==> src/rtl/fb_scan_addr.sv <==
module fb_scan_addr #(
  parameter int AW         = 28,
  parameter int SW         = 16,
  parameter int RW         = 11,
  parameter int WORD_BYTES = 4,
  parameter int FIX_LSB    = 26,
  parameter int FIX_BITS   = 2,
  parameter int ROT_MAX    = 320
) (
  input  logic          clk,
  input  logic          rst_n,
  input  logic          frame_start,
  input  logic          line_tick,
  input  logic          fetch_tick,
  input  logic [AW-1:0] base_addr,
  input  logic [SW-1:0] line_stride,
  input  logic [RW-1:0] h_pixels,
  input  logic [RW-1:0] v_lines,
  input  logic          rotate_req,
  input  logic          dual_scan,
  output logic [AW-1:0] upper_addr,
  output logic          upper_valid,
  output logic [AW-1:0] lower_addr,
  output logic          lower_valid,
  output logic          rotated
);

  localparam logic [AW-1:0] FIX_MASK = AW'(((1 << FIX_BITS) - 1) << FIX_LSB);

  logic          rot_ok;
  logic [SW:0]   msb_bit;
  logic [SW:0]   pow2_stride;
  logic [SW:0]   stride_sel;
  logic [RW-1:0] half_span;
  logic [AW-1:0] rot_off, lo_off, start_up;

  logic          dual_q, active_q;
  logic [SW:0]   stride_q;
  logic [AW-1:0] up_line, up_ptr, lo_line, lo_ptr;
  logic [AW-1:0] line_step, fetch_step;

  assign rot_ok = rotate_req && (h_pixels <= RW'(ROT_MAX));

  always_comb begin
    msb_bit = '0;
    for (int i = 0; i < SW; i++)
      if (line_stride[i]) msb_bit = (SW+1)'(1) << i;
    if (({1'b0, line_stride} & ~msb_bit) != '0)
      pow2_stride = msb_bit << 1;
    else
      pow2_stride = msb_bit;
  end

  assign stride_sel = rot_ok ? pow2_stride : {1'b0, line_stride};
  assign rot_off    = AW'(h_pixels - RW'(1)) * AW'(stride_sel);
  assign start_up   = base_addr + (rot_ok ? rot_off : '0);
  assign half_span  = rot_ok ? (h_pixels >> 1) : (v_lines >> 1);
  assign lo_off     = AW'(half_span) * AW'(stride_sel);

  assign line_step  = rotated ? AW'(1) : AW'(stride_q);
  assign fetch_step = rotated ? (AW'(0) - AW'(stride_q)) : AW'(WORD_BYTES);

  always_ff @(posedge clk) begin
    if (!rst_n) begin
      rotated     <= 1'b0;
      dual_q      <= 1'b0;
      active_q    <= 1'b0;
      stride_q    <= '0;
      up_line     <= '0;
      up_ptr      <= '0;
      lo_line     <= '0;
      lo_ptr      <= '0;
      upper_addr  <= '0;
      lower_addr  <= '0;
      upper_valid <= 1'b0;
      lower_valid <= 1'b0;
    end else begin
      upper_valid <= 1'b0;
      lower_valid <= 1'b0;
      if (frame_start) begin
        active_q <= 1'b1;
        rotated  <= rot_ok;
        dual_q   <= dual_scan;
        stride_q <= stride_sel;
        up_line  <= start_up;
        up_ptr   <= start_up;
        lo_line  <= start_up + lo_off;
        lo_ptr   <= start_up + lo_off;
      end else if (active_q && line_tick) begin
        up_line <= up_line + line_step;
        up_ptr  <= up_line + line_step;
        lo_line <= lo_line + line_step;
        lo_ptr  <= lo_line + line_step;
      end else if (active_q && fetch_tick) begin
        upper_valid <= 1'b1;
        upper_addr  <= up_ptr | FIX_MASK;
        up_ptr      <= up_ptr + fetch_step;
        lower_valid <= dual_q;
        lower_addr  <= lo_ptr | FIX_MASK;
        lo_ptr      <= lo_ptr + fetch_step;
      end
    end
  end

endmodule


==> config.mk <==
export PLATFORM = sky130hd
export DESIGN_NAME = fb_scan_addr
export DESIGN_NICKNAME = d
export VERILOG_FILES = /design/src/rtl/fb_scan_addr.sv
export SDC_FILE = /design/constraint.sdc
export NUM_CORES = 2
export LEC_CHECK = 0
export ABC_AREA = 0
export BUFFER_PORTS_ARGS = -buffer_cell sky130_fd_sc_hd__buf_2
export CAP_MARGIN = 20
export CORE_ASPECT_RATIO = 1.1
export CORE_UTILIZATION = 50
export DETAILED_ROUTE_END_ITERATION = 8
export PLACE_DENSITY = 0.7
export SLEW_MARGIN = 25
export SYNTH_ARGS = -nofsm -noshare
export SYNTH_HDL_FRONTEND = slang
export SYNTH_SLANG_ARGS = --single-unit
==> constraint.sdc <==
create_clock -name clk -period 11.2 [get_ports clk]
set_input_delay 0.56 -clock clk [delete_from_list [all_inputs] [get_ports clk]]
set_output_delay 0.56 -clock clk [all_outputs]
set_load 0.02 [all_outputs]
==> qor.json <==
{
  "regArea_mm2": 0.003583,
  "drcViolationCount": 0,
  "compound_gate_portion_of_the_synthesized_area": 0.1793,
  "synth_adder_area_share": 0.3515,
  "dr_total_vias": 24420,
  "cts-root-to-sink-buffers": 2,
  "placed_cell_area_mm2": 0.02921,
  "powerDensity_mw_per_mm2": 320.6,
  "grt-ovfl-total": 0,
  "post-synth-top-area-fraction": 0.2344,
  "detail_route.iter0.violations": 2153,
  "endpoint_kind": "flip-flop",
  "worstMarginPinSlew_ns": 1.059,
  "path_max_fanout": 5,
  "antenna_cells_inserted": 0,
  "worst_setup_hold_path_clk_slew_ns": 0.07,
  "gpl.final_weighted_congestion": 1.029,
  "design_area_mm2": 0.03094,
  "die_area_mm2": 0.05164,
  "synth.lib_cells_used.distinct": 87,
  "synth_seq_cells": 179,
  "combinationalPowerShare": 0.851,
  "routed-wl-met3_um": 4365,
  "fin_tns_setup_ns": -2.023,
  "setup-violations-final": 8,
  "maxCapViolCount": 0,
  "crit_arrival_ns": 12.12,
  "firstDrtPassIters": 8,
  "finalWirelength_um": 85150,
  "violated_checks": "negative setup slack",
  "worst_ir_drop_vdd_mv": 0.3934,
  "synth.mux.area_fraction": 0.004390,
  "synth_xor_xnor_area_share": 0.05672,
  "grt_first_pass_wirelength_um": 133900,
  "dr.max_layer_used": "met4",
  "route.layer.met1.wl_um": 33270,
  "final_cell_count_no_fill": 4264,
  "netlist_instances": 3212,
  "synth.net_count": 3817,
  "final_critical_path_setup_slack_ns": -0.5798,
  "power.share.switching": 0.4738,
  "number_of_antenna_violations_at_the_first_check_in_global_routing": 0,
  "run_status": "complete, but fails checks",
  "final_max_tran_viols": 0,
  "timing.final.crit_period_ns": 11.78,
  "dp_cells": 4202,
  "cp_common_cell": "fa_1",
  "clkSinkCount": 179,
  "fin_worst_skew_ns": 0.01394,
  "area_used_by_multi_input_combinational_logic_mm2": 0.02088,
  "cp.required_ns": 11.54,
  "utilization": 0.6170,
  "pin_count_of_the_biggest_net_entering_global_routing": 84,
  "power_switching_mw": 4.699,
  "die_height_um": 238.2,
  "cp_slowest_stage_delay_ns": 0.67,
  "post_dp_hpwl_um": 69050,
  "final_layout_size_suffix_gt1_frac": 0.2092,
  "clock_tree.htree_level_count": 4,
  "core_area_mm2": 0.05014,
  "final_antenna_net_count": 0,
  "share_seq_of_total_power": 0.085,
  "syn-mean-instance-area_um2": 7.898,
  "routedWlPerCell_um": 19.97,
  "timing.max_slew.rel_slack": 0.2803,
  "synth-warning-count": 0,
  "grtUsageTotal": 0.3315,
  "ys_top_cells_by_area": "fa_1 23%, dfxtp_1 14%, ha_1 12%",
  "synth-edff-count": 0,
  "vias_per_cell": 5.727,
  "rsz0062_at_grt": "yes",
  "final_min_period_over_clock_period": 1.052,
  "row_count": 86,
  "cts_inserted_buffers": 17,
  "synth-simple-area-share": 0.1865,
  "tritoncts": "done",
  "hold_path.class": "input pin to flip-flop",
  "share_clk_of_total_power": 0.065,
  "worstSkewPairLatency_ns": 0.46,
  "worst_setup_path_start_kind": "input pin",
  "synth-main-ff-cell": "dfxtp_1",
  "synthesis_to_layout_area_growth_pct": 21.96,
  "fmax_mhz": 84.89,
  "initial_core_utilization": 0.5059,
  "worst_path_max_delay_cell": "or4b_2",
  "synth_top_family_by_area": "adder cells",
  "vias_in_the_first_global_route": 25450,
  "cts_root_buffer": "clkbuf_16",
  "num-fill-cells": 4446,
  "p_int_mw": 5.219,
  "top_cell_type_by_total_area_after_synthesis": "fa_1",
  "p_leak_nw": 14.60,
  "finalNetCount": 4196,
  "met2_wirelength_um": 42880,
  "die_w_um": 216.8,
  "finalHoldViolCount": 0,
  "yosysSeqAreaShare": 0.1413,
  "synth.cell_area_mm2": 0.02537,
  "fin_worst_hold_slack_ns": 0.3492,
  "number_of_port_buffers": 128,
  "holdBufCountCts": 0,
  "i_o_pin_count": 132,
  "synth-async-reset-ratio": 0,
  "critPathKind": "input pin to flip-flop"
}
[path summary, 6_finish.rpt]
check                       end  cells after the start            start  slack (ns)
setup reg to reg     up_ptr[25]                     16      stride_q[4]        6.09
setup / recovery    lo_line[25]                     50  line_stride[15]       -0.58
hold reg to reg   lower_addr[5]                      2    lower_addr[5]        0.45
hold / removal           dual_q                      3        dual_scan        0.35
[cells in the mapped netlist, types with 7 or more instances]
library cell and instances:
a2111oi_0 7, a211oi_1 34, a21boi_0 13, a21o_1 42
a21oi_1 268, a221oi_1 10, a22oi_1 18, a31o_2 11
a31oi_1 13, and2_1 41, and3_1 36, buf_1 10
clkbuf_1 127, dfxtp_1 179, fa_1 297, ha_1 235
inv_1 386, mux2i_1 10, nand2_1 459, nand2b_1 33
nand3_1 27, nand4_1 9, nor2_1 293, nor2b_1 45
nor3_1 46, nor4_1 14, o211ai_1 8, o21a_1 39
o21ai_0 170, o21bai_1 17, o31ai_1 20, or2_2 16
or3_1 10, xnor2_1 96, xor2_1 63
[area by class of cell]
class | count | area share
multi-input cells | 2500 | 0.6749
inverters | 388 | 0.04715
repair buffers | 505 | 0.1157
clock inverters | 10 | 0.004772
well taps | 660 | 0.02669
flip-flops and latches | 179 | 0.1158
clock buffers | 22 | 0.01500
[critical path, delay by kind of cell]
kind	cells	cell delay, ns
adder cells (fa/ha/maj)	10	4.17
buffers and inverters	11	1.07
AO/OA/AOI/OAI	12	2.21
AND/OR/NAND/NOR	17	4.10
[state kept, by name (all words and copies together) (netlist names), 17 cells and up]
register    cells
up_line        26
stride_q       17
lo_ptr         26
upper_addr     27
lower_addr     26
lo_line        26
up_ptr         26
[placed cells by master, fill, tap and decap left out, drive strengths merged, types with 20 or more instances in the layout]
cell type / instances
inv: 390
a21o: 42
a211oi: 34
and2: 41
o21a: 39
nand2b: 33
nand3: 27
dfxtp: 179
nand2: 459
a21oi: 268
o21ai: 171
xor2: 63
xnor2: 96
and3: 36
nor2b: 45
o31ai: 20
ha: 235
buf: 505
clkbuf: 22
fa: 297
nor2: 294
nor3: 46
[cell families after synthesis]
kind of cell | Yosys count
and+or+nand+nor | 1059
AOI/OAI and AO/OA | 733
xor gates and xnor gates | 161
muxes | 11
other | 1
DFF | 179
buffers and inverters | 533
adders and majority gates | 535
[stage by stage]
step	power (mW)	setup WS (ns)
final	9.918	-0.5798
after global routing	10.78	-1.081
after global placement	7.850	-1.050
after floorplan	5.361	-0.4711
after detailed placement	8.074	-1.230
after CTS	9.060	-0.4395
[what timing repair did]
action / CTS / global route
pin swaps: 39 / 79
endpoints found under the setup margin: 18 / 25
gates resized for setup: 74 / 125
buffers inserted: 14 / 18
[power groups by stage]
stage	registers, mW	clock network [mW]	logic (mW)
2_1_floorplan	0.825	0	4.54
3_5_place_dp	0.848	0	7.23
3_3_place_gp	0.844	0	7.01
6_report	0.839	0.641	8.44
4_1_cts	0.835	0.642	7.58
5_1_grt	0.850	0.665	9.27
[per-layer routing]
layer,up-vias,track usage
met2,916,0.5987
met3,234,0.02294
met1,11890,0.3948
li1,11380,-
met5,-,0
met4,0,0.1697
Power figures use the tool's default switching activity.
